File: src/rtl/uart_rx_pkg.sv
package uart_rx_pkg;
    typedef enum logic [2:0] {
        RX_IDLE,
        RX_START,
        RX_DATA,
        RX_PARITY,
        RX_STOP1,
        RX_STOP2
    } rx_state_t;
endpackage

File: src/rtl/uart_rx_fsm.sv
module uart_rx_fsm
    import uart_rx_pkg::*;
#(
    parameter int OVS = 16,
    parameter int DW  = 8
) (
    input  logic          clk,
    input  logic          rst_n,
    input  logic          tick16,
    input  logic          rxd,
    input  logic          cfg_len8,
    input  logic          cfg_par_en,
    input  logic          cfg_par_odd,
    input  logic          cfg_stop2,
    output logic          chr_done,
    output logic [DW-1:0] chr_data,
    output logic          chr_par_bad,
    output logic          chr_frm_bad
);
    localparam int CW  = $clog2(OVS);
    localparam int IW  = $clog2(DW);
    localparam int MID = OVS / 2;

    rx_state_t     state, state_n;
    logic [CW-1:0] cnt;
    logic [IW-1:0] idx;
    logic [DW-1:0] shreg;
    logic          pbit;
    logic          half_pt, samp_pt;
    logic [IW-1:0] last_idx;

    assign half_pt  = tick16 && (cnt == CW'(MID - 1));
    assign samp_pt  = tick16 && (cnt == CW'(OVS - 1));
    assign last_idx = cfg_len8 ? IW'(DW - 1) : IW'(DW - 2);

    always_comb begin
        state_n = state;
        unique case (state)
            RX_IDLE:   if (tick16 && !rxd) state_n = RX_START;
            RX_START:  if (half_pt) state_n = rxd ? RX_IDLE : RX_DATA;
            RX_DATA:   if (samp_pt && idx == last_idx)
                           state_n = cfg_par_en ? RX_PARITY : RX_STOP1;
            RX_PARITY: if (samp_pt) state_n = RX_STOP1;
            RX_STOP1:  if (samp_pt) state_n = cfg_stop2 ? RX_STOP2 : RX_IDLE;
            RX_STOP2:  if (samp_pt) state_n = RX_IDLE;
            default:   state_n = RX_IDLE;
        endcase
    end

    always_ff @(posedge clk or negedge rst_n) begin
        if (!rst_n) state <= RX_IDLE;
        else        state <= state_n;
    end

    always_ff @(posedge clk or negedge rst_n) begin
        if (!rst_n) begin
            cnt   <= '0;
            idx   <= '0;
            shreg <= '0;
            pbit  <= 1'b0;
        end else begin
            if (tick16)
                cnt <= (state_n != state || samp_pt) ? '0 : cnt + 1'b1;
            if (state == RX_START) begin
                idx   <= '0;
                shreg <= '0;
            end
            if (state == RX_DATA && samp_pt) begin
                shreg[idx] <= rxd;
                idx        <= idx + 1'b1;
            end
            if (state == RX_PARITY && samp_pt)
                pbit <= rxd;
        end
    end

    always_ff @(posedge clk or negedge rst_n) begin
        if (!rst_n) begin
            chr_done    <= 1'b0;
            chr_par_bad <= 1'b0;
            chr_frm_bad <= 1'b0;
        end else begin
            chr_done <= 1'b0;
            if (state == RX_STOP1 && samp_pt) begin
                chr_done    <= 1'b1;
                chr_frm_bad <= !rxd;
                chr_par_bad <= cfg_par_en && ((^shreg ^ pbit) != cfg_par_odd);
            end
        end
    end

    assign chr_data = shreg;


    property false_start_idle_chk_p;
        @(posedge clk) disable iff (!rst_n)
            (state == RX_START && half_pt && rxd) |=> (state == RX_IDLE);
    endproperty
    false_start_idle_chk: assert property (false_start_idle_chk_p);


    property bit_index_range_chk_p;
        @(posedge clk) disable iff (!rst_n)
            (state == RX_DATA) |-> (idx <= last_idx);
    endproperty
    bit_index_range_chk: assert property (bit_index_range_chk_p);


    property done_from_stop1_chk_p;
        @(posedge clk) disable iff (!rst_n)
            chr_done |-> ($past(state) == RX_STOP1);
    endproperty
    done_from_stop1_chk: assert property (done_from_stop1_chk_p);
endmodule

File: src/rtl/uart_rx_buf.sv
module uart_rx_buf #(
    parameter int DW = 8
) (
    input  logic          clk,
    input  logic          rst_n,
    input  logic          chr_done,
    input  logic [DW-1:0] chr_data,
    input  logic          chr_par_bad,
    input  logic          chr_frm_bad,
    input  logic          rd_en,
    input  logic          err_clr,
    output logic [DW-1:0] rx_data,
    output logic          rbf,
    output logic          ovr_err,
    output logic          par_err,
    output logic          frm_err,
    output logic          rx_irq
);
    logic ovr_now;

    assign ovr_now = chr_done && rbf && !rd_en;

    always_ff @(posedge clk or negedge rst_n) begin
        if (!rst_n) begin
            rx_data <= '0;
            rbf     <= 1'b0;
            rx_irq  <= 1'b0;
            ovr_err <= 1'b0;
            par_err <= 1'b0;
            frm_err <= 1'b0;
        end else begin
            rx_irq <= chr_done && !rbf;
            if (chr_done && !ovr_now)
                rx_data <= chr_data;
            if (chr_done)
                rbf <= 1'b1;
            else if (rd_en)
                rbf <= 1'b0;
            ovr_err <= (ovr_err && !err_clr) || ovr_now;
            par_err <= (par_err && !err_clr) || (chr_done && chr_par_bad);
            frm_err <= (frm_err && !err_clr) || (chr_done && chr_frm_bad);
        end
    end


    property irq_on_rise_chk_p;
        @(posedge clk) disable iff (!rst_n)
            rx_irq |-> (rbf && !$past(rbf));
    endproperty
    irq_on_rise_chk: assert property (irq_on_rise_chk_p);


    property read_clears_chk_p;
        @(posedge clk) disable iff (!rst_n)
            (rd_en && !chr_done) |=> !rbf;
    endproperty
    read_clears_chk: assert property (read_clears_chk_p);


    property overrun_keep_chk_p;
        @(posedge clk) disable iff (!rst_n)
            (chr_done && rbf && !rd_en) |=> (ovr_err && $stable(rx_data) && !rx_irq);
    endproperty
    overrun_keep_chk: assert property (overrun_keep_chk_p);


    property ovr_sticky_chk_p;
        @(posedge clk) disable iff (!rst_n)
            (ovr_err && !err_clr) |=> ovr_err;
    endproperty
    ovr_sticky_chk: assert property (ovr_sticky_chk_p);
endmodule

File: src/rtl/uart_rx_dbuf.sv
module uart_rx_dbuf #(
    parameter int OVS = 16,
    parameter int DW  = 8
) (
    input  logic          clk,
    input  logic          rst_n,
    input  logic          tick16,
    input  logic          rxd,
    input  logic          cfg_len8,
    input  logic          cfg_par_en,
    input  logic          cfg_par_odd,
    input  logic          cfg_stop2,
    input  logic          rd_en,
    input  logic          err_clr,
    output logic [DW-1:0] rx_data,
    output logic          rbf,
    output logic          ovr_err,
    output logic          par_err,
    output logic          frm_err,
    output logic          rx_irq
);
    logic          chr_done;
    logic [DW-1:0] chr_data;
    logic          chr_par_bad;
    logic          chr_frm_bad;

    uart_rx_fsm #(.OVS(OVS), .DW(DW)) u_fsm (
        .clk         (clk),
        .rst_n       (rst_n),
        .tick16      (tick16),
        .rxd         (rxd),
        .cfg_len8    (cfg_len8),
        .cfg_par_en  (cfg_par_en),
        .cfg_par_odd (cfg_par_odd),
        .cfg_stop2   (cfg_stop2),
        .chr_done    (chr_done),
        .chr_data    (chr_data),
        .chr_par_bad (chr_par_bad),
        .chr_frm_bad (chr_frm_bad)
    );

    uart_rx_buf #(.DW(DW)) u_buf (
        .clk         (clk),
        .rst_n       (rst_n),
        .chr_done    (chr_done),
        .chr_data    (chr_data),
        .chr_par_bad (chr_par_bad),
        .chr_frm_bad (chr_frm_bad),
        .rd_en       (rd_en),
        .err_clr     (err_clr),
        .rx_data     (rx_data),
        .rbf         (rbf),
        .ovr_err     (ovr_err),
        .par_err     (par_err),
        .frm_err     (frm_err),
        .rx_irq      (rx_irq)
    );
endmodule

File: config.mk
export PLATFORM = sky130hd
export DESIGN_NAME = uart_rx_dbuf
export DESIGN_NICKNAME = d
export VERILOG_FILES = /design/src/rtl/uart_rx_pkg.sv /design/src/rtl/uart_rx_fsm.sv /design/src/rtl/uart_rx_buf.sv /design/src/rtl/uart_rx_dbuf.sv
export SDC_FILE = /design/constraint.sdc
export NUM_CORES = 1
export LEC_CHECK = 0
export ABC_AREA = 1
export BUFFER_PORTS_ARGS = -buffer_cell sky130_fd_sc_hd__buf_2
export CORE_UTILIZATION = 62
export CTS_CLUSTER_SIZE = 16
export DETAILED_ROUTE_END_ITERATION = 8
export HOLD_SLACK_MARGIN = 0.12
export MAX_ROUTING_LAYER = met4
export PLACE_DENSITY = 0.84
export REMOVE_ABC_BUFFERS = 1
export SYNTH_ARGS = -nofsm -noshare
export SYNTH_HDL_FRONTEND = slang
export SYNTH_HIERARCHICAL = 1
export SYNTH_SLANG_ARGS = --single-unit
File: constraint.sdc
create_clock -name clk -period 3.4 [get_ports clk]
set_input_delay 0.17 -clock clk [delete_from_list [all_inputs] [get_ports clk]]
set_output_delay 0.17 -clock clk [all_outputs]
set_load 0.1 [all_outputs]
# Word-level counts from Yosys, hierarchy flattened
# Index checks and enable logic that the tools add are counted.
# Widths: inputs -> output; s select.
dict set report op_classes {
  add_sub_neg 2
  magnitude_cmp 2
  n_eq_ne 10
  n_mux 22
  n_bitwise 1
  reduce_logical 31
}
# operator n
set ops {}
lappend ops {{$mux 3} 10}
lappend ops {{$logic_and 1x1->1} 18}
lappend ops {{$pmux 3 s6} 1}
lappend ops {{$mux 8} 2}
lappend ops {{$bwmux 8} 1}
lappend ops {{$reduce_xor 8->1} 1}
lappend ops {{$eq 3x2->1 const B} 2}
lappend ops {{$eq 3x3->1 const B} 2}
lappend ops {{$logic_not 1->1} 5}
lappend ops {{$mux 1} 5}
lappend ops {{$add 4x1->4 const B} 1}
lappend ops {{$eq 4x3->1 const B} 1}
lappend ops {{$eq 4x4->1 const B} 1}
lappend ops {{$logic_or 1x1->1} 4}
lappend ops {{$lt 3x4->1 const B} 1}
lappend ops {{$mux 4} 1}
lappend ops {{$reduce_bool 2->1} 2}
lappend ops {{$add 3x1->3 const B} 1}
lappend ops {{$demux 1 s3} 1}
lappend ops {{$eq 3x1->1 const B} 1}
lappend ops {{$eq 3x3->1} 1}
lappend ops {{$ge 3x1->1 const B} 1}
lappend ops {{$logic_not 3->1} 1}
lappend ops {{$ne 3x3->1} 1}
lappend ops {{3 further kinds} 3}
dict set report totals {
  reg_bits 35
  input_bits 10
  out_inout_bits 13
  wordCells 82
}

# Logic depth before layout (Yosys ltp)
# Gate-level depths: netlist of run 1.
dict set report depth {
  ltp_word 8
  ltp_mapped 12
  depth_no_buf 12
}

# Hierarchy
# Netlist of run 1, hierarchy kept.
# module instances cells_per_inst area_per_inst_um2 seq_area_each_um2
set by_module_without_submodules {}
lappend by_module_without_submodules {uart_rx_fsm 1 182 1377.6 550.5}
lappend by_module_without_submodules {uart_rx_buf 1 53 521.8 325.3}

# Worst setup path after synthesis of run 1
# Ideal clock, no wire load.
dict set report synth_timing {
  path_type {register -> register}
  start {register u_fsm.cnt[0]}
  end {register u_fsm.cnt[1]}
  setup_time_ns 0.073
  arrival_ns 1.481
  t_required_ns 3.327
  slack_ns 1.846
  path_stages_with_launch 13
  n_path_buf 0
  path_cell_list {dfrtp_1 ha_1 nand2_2 inv_1 nand2_1 nand2_1 nand2_1 nor2_1 nand3_1 nand2_1 nor2_2 nand2_4 a21oi_2}
}
dict set report synth_via {
  elab_chain_len 8
  elab_cells_between_ends 15
  classes_between {1 x add/sub; 3 x eq/ne; 7 x mux; 4 x reduce/logical}
}
# item line
set synth_lines {}
lappend synth_lines {{start, declared} uart_rx_fsm.sv:25} ;# logic [CW-1:0] cnt;
lappend synth_lines {{start signal, assigned} uart_rx_fsm.sv:63} ;# cnt <= (state_n != state || samp_pt) ? '0 : cnt + 1'b1;
lappend synth_lines {{$eq 4x4->1} uart_rx_fsm.sv:33} ;# assign samp_pt = tick16 && (cnt == CW'(OVS - 1));
lappend synth_lines {{$logic_and 1x1->1} uart_rx_fsm.sv:33}
lappend synth_lines {{$logic_and 1x1->1} uart_rx_fsm.sv:41} ;# RX_DATA: if (samp_pt && idx == last_idx)
lappend synth_lines {{$mux 3} uart_rx_fsm.sv:41}
lappend synth_lines {{$pmux 3 s6} uart_rx_fsm.sv:38} ;# unique case (state)
lappend synth_lines {{$ne 3x3->1} uart_rx_fsm.sv:63}
lappend synth_lines {{$logic_or 1x1->1} uart_rx_fsm.sv:63}
lappend synth_lines {{$mux 4 (*)} uart_rx_fsm.sv:63}
# Every way passes the cells marked *; elsewhere a longest branch is shown, timed or not.
# A chain may end at the register's enable or synchronous reset.

# Final worst setup path of run 1
dict set report layout_timing {
  start {register u_fsm.state[0]}
  end {register u_fsm.cnt[3]}
}
dict set report layout_via {
  elab_chain_len 5
  elab_cells_between_ends 16
  classes_between {6 x eq/ne; 8 x mux; 2 x reduce/logical}
}
# item line
set layout_lines {}
lappend layout_lines {{start, declared} uart_rx_fsm.sv:24} ;# rx_state_t state, state_n;
lappend layout_lines {{start signal, assigned} uart_rx_fsm.sv:52} ;# else state <= state_n;
lappend layout_lines {{$eq 3x3->1, or another cell as far along} uart_rx_fsm.sv:38}
lappend layout_lines {{$pmux 3 s6} uart_rx_fsm.sv:38}
lappend layout_lines {{$ne 3x3->1 (*)} uart_rx_fsm.sv:63}
lappend layout_lines {{$logic_or 1x1->1 (*)} uart_rx_fsm.sv:63}
lappend layout_lines {{$mux 4 (*)} uart_rx_fsm.sv:63}
# Marked as above.

==> results of run 1 <==
==> cell families (layout without fill, tap and decap cells) <==
kind of cell	count (synthesis)	count (layout)
AND/OR/NAND/NOR	125	125
flip-flops	35	35
XOR/XNOR	11	11
AO/OA/AOI/OAI	22	22
adder cells (fa/ha/maj)	2	2
buffers and inverters	37	62
multiplexers	3	3
==> what timing repair did <==
action,in CTS,in global routing
resized for setup,0,0
hold buffers,2,0
hold endpoints to repair,38,0
==> layout make-up <==
cell class | instances | area, µm²
flip-flops and latches | 35 | 876
multi-input cells | 163 | 860
fillers | 224 | 752
repair buffers | 24 | 130
inverters | 31 | 116
clock buffers | 6 | 51.3
well taps | 31 | 38.8
clock inverters | 1 | 5.00
==> power by group through the flow <==
stage	sequential [mW]	combinational, mW	clock, mW
detailed placement	0.476	0.184	0
CTS	0.468	0.187	0.234
global placement	0.474	0.179	0
global route	0.471	0.212	0.248
floorplan	0.470	0.141	0
finish	0.469	0.186	0.227
==> Yosys cell counts (all sizes together) <==
cell type	n	area share (%)
clkinv	2	0.40
nand2	74	16
o22ai	2	0.99
nand3	19	5.3
o31ai	1	0.40
nand4	4	1.3
inv	29	5.7
dfrtp	35	46
nor2	24	6.1
ha	2	1.3
or2	1	0.33
a21oi	9	3.0
xor2	6	2.8
buf	6	2.5
o21ai	10	2.8
nor3	3	1.4
mux2i	3	1.6
xnor2	5	2.3
==> flip-flops by register name, indices dropped and copies added, names as in the netlist, 3 cells and up <==
name            count
u_fsm/chr_data      8
u_fsm/cnt           4
u_fsm/state         3
u_buf/rx_data       8
u_fsm/idx           3
==> critical path: stages, from the launching register on <==
cell	delay, ns
sky130_fd_sc_hd__dfrtp_1	0.52
sky130_fd_sc_hd__nand3_1	0.40
sky130_fd_sc_hd__nor2_1	0.20
sky130_fd_sc_hd__a21oi_1	0.10
sky130_fd_sc_hd__nand3_1	0.09
sky130_fd_sc_hd__nand2_1	0.06
sky130_fd_sc_hd__nor2_2	0.13
sky130_fd_sc_hd__nand2_4	0.09
sky130_fd_sc_hd__a21oi_2	0.11
==> metrics by stage <==
stage | hold slack [ns] | setup slack (ns) | cell area [µm²] | std cells | power (mW)
finish | 0.143 | 1.63 | 2080 | 291 | 0.883
global route | 0.161 | 1.44 | 2080 | 291 | 0.932
CTS | 0.136 | 1.63 | 2080 | 291 | 0.889
detailed placement | 0.280 | 1.66 | 2000 | 282 | 0.661
global placement | 0.275 | 1.68 | 2000 | 282 | 0.653
floorplan | -0.126 | 1.80 | 1850 | 229 | 0.611
==> layer usage <==
layer | share of wire [%] | vias up
met5 | 0 | -
met4 | 2.3 | 0
met3 | 4.4 | 8
met2 | 47 | 35
met1 | 46 | 710
li1 | - | 788
==> how the worst max path moves through the flow <==
stage / start / to / cells after the start
after floorplan: u_buf/rbf / u_buf/rx_data[0] / 4
after global placement: u_fsm/cnt[0] / u_fsm/cnt[1] / 12
after global routing: u_fsm/state[2] / u_fsm/cnt[2] / 9
final: u_fsm/state[0] / u_fsm/cnt[3] / 8
after CTS: u_fsm/state[2] / u_fsm/cnt[3] / 9
after detailed placement: u_fsm/state[2] / u_fsm/cnt[3] / 9
==> impl_summary.md, run 1 <==
Layout
Relative to the synthesized area, the layout overhead comes to 9.35%. The final cell utilization of the core is 73.4%. The most common cell after layout, fill and taps aside is sky130_fd_sc_hd__nand2_1. The fraction of final layout cells with drive strength greater than 1 is 19.6%. Leaving out fill and tap cells, the most frequent cells in the layout are sky130_fd_sc_hd__nand2_1 (68), sky130_fd_sc_hd__dfrtp_1 (35), sky130_fd_sc_hd__inv_1 (26).

The antenna cell count is 0. In the final design database the tool counted 272 nets.

Worst setup path
The reg-to-reg critical path startpoint is u_fsm/state[0]. Data on the critical path arrives at its endpoint at between 2 and 2.5 ns. The highest fanout seen on the critical path is 12.

In this run the register-to-register setup slack is 1.63 ns. The worst setup path category is reg -> reg. The worst register-to-register path has a depth of 8. The startpoint class of the critical path is a flop.

The critical path data required time is 3.67 ns. STA classifies the critical path endpoint as a flop. The worst register-to-register path ends at u_fsm/cnt[3].

Synthesis
The post-synthesis simple-gate area fraction is 30.1%. The count of synthesis-stage warnings from yosys is 6. Of the total synthesized cell area, the portion taken by full adders, half adders and majority gates is ~1.3%. In this run the cell area of the synthesized design comes to around 0.0019 mm².

Summing the sequential cell areas from Yosys gives a little under half of the chip area. The post-synthesis cell type count is 31. The xor/xnor cell area share of the yosys netlist is 5.07%. After synthesis, the share of cell area in mux cells is 1.58%. The number of flip-flops and latches in the synthesized netlist is 35. The instance count of the mapped netlist is 235. The synthesized-area fraction occupied by ao, oa, aoi and oai cells is 7.18%. By area, the combinational part of the netlist is dominated by simple AND/OR/NAND/NOR gates.

The mean cell area of the mapped netlist is 8.08 µm².

Global routing
The pin count of the biggest net entering global routing is 36. The remaining global-route overflow is 0. The number of antenna violations at the first check in global routing is 0. The routing usage on met3 is under 10%. The first global-routing pass estimated roughly 5.7 mm of wire.

For met1 alone, demand over resource in global routing was 29.4%. The number of global-route vias before repair is ~1300. For this run, the total global-route usage over all layers was measured as between 20% and 30%. The global-route met2 utilization is 38.2%. The global routing stage identified its most utilized layer as met2.

STA
The final count of negative-setup-slack endpoints is 0. The final sum of negative setup slack is 0 ns. Setup repair after global routing left no endpoint under its margin. The worst path uses between 50% and 60% of the clock period. In this run the tightest slew margin relative to its limit is 49.0%. The number of slew-limit violations in the final report is 0. The minimum clock period after layout is 1.77 ns. For this run, the top clock speed supported by timing is 0.565 GHz. The slew of the pin with the lowest slew margin is 0.765 ns. The number of hold violations in the final report came to 0. The clock skew after layout is around 0.0089 ns.

Floorplanning
The die width is 57.4 µm. In this run the vertical extent of the chip is 57.4 µm. The region available for standard cell placement spans around 0.0028 mm².

The initial cell density of the core is 67.1%. The floorplan row count is 19. During I/O placement, the number of pins put on the boundary was 23. The floorplan step defined a die boundary enclosing between 0.003 and 0.004 mm².

Clock network
The tree built by TritonCTS fans out to 35 sinks. The TritonCTS buffer count is 5. The later pin in the worst-skew pair is clocked with a latency of 0.34 ns. The number of setup buffers added after CTS is 0.

The H-tree level count is 2. TritonCTS built the clock tree. The root buffer cell is sky130_fd_sc_hd__clkbuf_4. The longest clock path from root to sink contains 2 buffers. The clock transition at the registers of the reported paths is 0.10 ns.

Place
In this run the tool buffered the top-level ports with 22 buffer cells. Routability-driven placement finished with a final weighted congestion of 0.921. Detailed placement ended at an HPWL of approximately 2.4 mm.

Pwr
In this run, flip-flops and latches consume 53.1% of the power. In this run the power spent charging and discharging nets is 0.286 mW. The combinational share of power is a little over a fifth. The fraction of power spent switching nets is between 30% and 40%. Cell internal power was estimated by the tool at 0.598 mW. In this run, the clock network consumes roughly a quarter of the power. VDD sags by at most 308 µV. In this run the static leakage power is 1.12 nW. For this design the ratio of total power to cell area is 425 mW/mm².

Outcome
The final reports fail on DRC. The flow ran to the end, but the final reports show violations.

Drt
Dividing the detail-routed via count by the number of cells gives 5.30. The count of vias placed by the detailed router is 1541. The number of antenna-violating nets in the routed design is 0.

The number of design rule violations left after detail routing is 5. For this block, the initial DRC count from the detailed router was 95. The number of iterations in the first detailed-routing pass is 6. Dividing the detail-routed wire length by the instance count gives 11.6 µm. The routed design has ~3.4 mm of wire.

Min path
The worst hold path belongs to the class in -> reg. For hold timing, the worst endpoint is u_fsm/chr_frm_bad. The startpoint identified for the worst hold timing path is rxd. The instance count along the most critical hold path is 2.

Job
The max capacitance violation total is 0.
(Power assumes the default switching activity.)
==> inputs of run 2 (changes only) <==
CORE_UTILIZATION = 57   (was 62)
PLACE_DENSITY = 0.78   (was 0.84)
clock period = 1.7 ns   (was 3.4 ns; I/O delays follow)
==> run 2 against run 1 <==
Effect of this change: register-to-register slack got worse by 1.6 ns; core utilization decreased by 1.8 points; critical path depth increased by 4; the run now ends clean; clock skew decreased by 0.0033 ns; setup slack got worse by 1.6 ns; largest power group unchanged; clock-buffer cell count unchanged.
==> impl_summary.md, run 2 (synthesized netlist as in run 1, its figures left out) <==
Floorplanning
The initial cell density of the core is 61.2%. The core region is a little over 0.003 mm². The die is 59.7 µm wide.

The die boundary height is 59.7 µm. During I/O placement, the number of pins put on the boundary was 23. The die covers about 0.0036 mm². The floorplan row count is 20.

Outcome
The flow ran to the end, and the final reports show no timing, DRC or antenna violations.

Place
Detailed placement finished with a half-perimeter wire length of 2.53 mm. During placement, the flow inserted port buffers numbering 22. Summing all placed instances gives a cell area of 0.00202 mm².

The congestion estimate from routability-driven global placement came to 0.883.

Clock network
The TritonCTS buffer count is 5. The clock drives 35 sinks. The TritonCTS clock tree is built. The number of buffers on the longest clock path is 2.

The root buffer cell chosen for the clock tree is sky130_fd_sc_hd__clkbuf_4. CTS built an H-tree with a depth of 2. The worst-skew pair later-pin latency is 0.34 ns.

After clock tree synthesis, the clock-pin slew on the worst setup and hold paths is 0.10 ns.

Worst setup path
The critical path contains buffers and inverters numbering 0 combined. The largest individual stage delay along the critical path comes from the cell sky130_fd_sc_hd__dfrtp_1. The timing endpoint of the critical path is u_fsm/cnt[2]. In this design, the largest share of critical-path delay is due to simple AND/OR/NAND/NOR gates. The highest fanout seen on the critical path is 8. The reg-to-reg critical path startpoint is u_fsm/cnt[1]. The setup path with the least slack is of type reg -> reg. The reg-to-reg setup timing slack is 0.05 ns. The startpoint class of the critical path is a flop. The path depth of the worst reg2reg path is 12.

The most numerous cell type found on the critical path is sky130_fd_sc_hd__nand2_1. For this run, the slowest stage of the critical path takes ~0.43 ns. Tracing the worst setup path back leads to its startpoint at u_fsm/cnt[1]. The critical path endpoint category is a flop.

The endpoint of the lowest-slack register-to-register path is u_fsm/cnt[2]. The critical path goes through ha_4 > nand2_4 > nor2_8 > nor2_2 > nor2_1 > nand2_1 > nor2_2 > nand2_1 > nand2_1 > nand2_2 > nand2_4 > a21oi_2. The critical path data required time is 1.93 ns.

The number of stages on the worst setup path is 12. STA puts the critical path data arrival time at 1.88 ns.

Pwr
Of the total power, registers draw 46.8%. The part of the total power dissipated in the clock network is between 30% and 40%. The peak supply drop is 616 µV. The power per unit of standard cell area is 915 mW/mm².

Of the total power, the share spent switching nets is 30.5%. Per report_power, the combinational group accounts for 22.4% of the total. The reported net switching power is 0.620 mW. The leakage dissipation is between 1 and 1.5 nW.

The internal power consumption is 1.41 mW.

Drt
The uppermost metal layer occupied by signal nets is met4. The detailed route wirelength on metal2 is 1.78 mm. The number of design rule violations left after detail routing is 0. Across all layers, the routed design uses 1544 vias. After detailed routing, the met3 layer carries 136 µm of wire. The routed wire length is 3.66 mm.

The average detailed-routed wire length per instance is 11.7 µm. The number of iterations in the first detailed-routing pass is 4. Dividing the detail-routed via count by the number of cells gives 4.93. In this run the remaining antenna-violating nets after routing total 0.

The met1 layer wirelength in the final routing is between 1.5 and 2 mm. In this run, the number of DRC markers left after iteration 0 of detailed routing was 65.

STA
The clock skew after layout is between 0.005 and 0.006 ns. The worst hold slack is 0.167 ns. The slew of the pin with the lowest slew margin is 0.753 ns. The remaining max-slew budget at the tightest pin is 49.8%. Setup repair after global routing could not meet its margin everywhere. The worst path in the final design needs a cycle of 1.65 ns, including I/O delays and setup. The number of hold violations in the final report came to 0.

The number of slew-limit violations in the final report is 0. Setup violations remaining at the end of the flow were counted as 0. In the finished design, the share of the clock period the worst path needs comes to 96.8%. Based on the critical path, the design can be clocked at up to between 0.6 and 0.7 GHz.

Layout
After routing the design area is 0.00222 mm². The antenna cell count is 0. Counting the fill cells in the layout gives 244. The net count of the finished layout is 280. The top cell types in the final layout, fill and taps aside, are sky130_fd_sc_hd__nand2_1 (66), sky130_fd_sc_hd__dfrtp_1 (35), sky130_fd_sc_hd__inv_1 (25).

The post-route netlist has between 20% and 30% of its cells at a drive strength greater than 1. The most common cell after layout, fill and taps aside is sky130_fd_sc_hd__nand2_1. Relative to the synthesized area, the layout overhead comes to 16.9%. For this run, the share of the core covered by cells in the final layout is 71.6%.

Min path
The worst hold path class is in -> reg.

Global routing
The number of global-route vias before repair is 1370. Entering global routing, the biggest net connects 36 pins. The number of antenna violations at the first check in global routing came to 0. The remaining global-route overflow is 0. The total global-route track usage is 23.1%.

The first global-routing pass estimated 5.87 mm of wire.

Job
The tool flagged a number of max-cap violations equal to 0.
run 2: cell types whose count changed in the layout (fill, tap and decap cells not counted), moves of 2 or more:
| cell | before | now |
|---|---|---|
| sky130_fd_sc_hd__nor2_1 | 19 | 17 |
| sky130_fd_sc_hd__dlygate4sd3_1 | 2 | 5 |
| sky130_fd_sc_hd__nand2_1 | 68 | 66 |
| sky130_fd_sc_hd__nor2_2 | 4 | 6 |
| sky130_fd_sc_hd__buf_4 | 0 | 5 |
run 2: timing repair:
action | CTS | global route
pin swaps | 0 | 5
endpoints found under the setup margin | 3 | 11
hold buffers | 5 | 0
hold endpoints to repair | 46 | 0
resized for setup | 1 | 8
cloned | 0 | 0
buffers inserted | 0 | 4
run 2: worst register-to-register path: cells and delay by family, from the launching register on:
kind,cells,cell delay (ns)
AO/OA/AOI/OAI,1,0.05
adder cells (fa/ha/maj),1,0.17
flip-flops,1,0.43
AND/OR/NAND/NOR,10,0.90
run 2: how the worst min path moves through the flow:
stage	start	depth (start not counted)	endpoint	slack (ns)
2_1_floorplan	rst_n	0	u_buf/frm_err	-0.21
3_3_place_gp	rst_n	1	u_buf/rx_data[2]	0.20
3_5_place_dp	rst_n	1	u_buf/rx_data[3]	0.20
4_1_cts	cfg_stop2	5	u_fsm/state[0]	0.14
5_1_grt	rd_en	4	u_buf/rbf	0.19
6_report	rd_en	4	u_buf/rbf	0.17
run 2: metal layers:
metal,global-route usage [%],up-vias
li1,-,802
met1,28.1,704
met2,37.5,33
met3,5.19,5
met4,8.97,0
met5,-,-
run 2: per-stage QoR:
step                instances  power, mW  TNS (ns)  setup WS (ns)
floorplan                 229       1.22         0          0.102
global placement          296       1.33         0         0.0539
detailed placement        296       1.34         0         0.0145
CTS                       309       1.97         0         0.0256
global route              313       2.13    -0.151        -0.0430
finish                    313       2.03         0         0.0546
run 2: area by class of cell:
type                            count  area [µm²]  area share (%)
Tap cell                           44        55.1            2.48
Clock inverter                      2        35.0            1.58
Clock buffer                        6        51.3            2.31
Inverter                           31         116            5.24
Sequential cell                    35         876            39.4
Timing Repair Buffer               32         200            9.01
Multi-Input combinational cell    163         887            39.9
run 2: power groups by stage:
stage                     logic, mW  clock network (mW)  registers, mW
after floorplan               0.283                   0          0.940
after global routing          0.501               0.672          0.960
after global placement        0.376                   0          0.951
after CTS                     0.396               0.641          0.937
final                         0.456               0.625          0.951
after detailed placement      0.385                   0          0.954
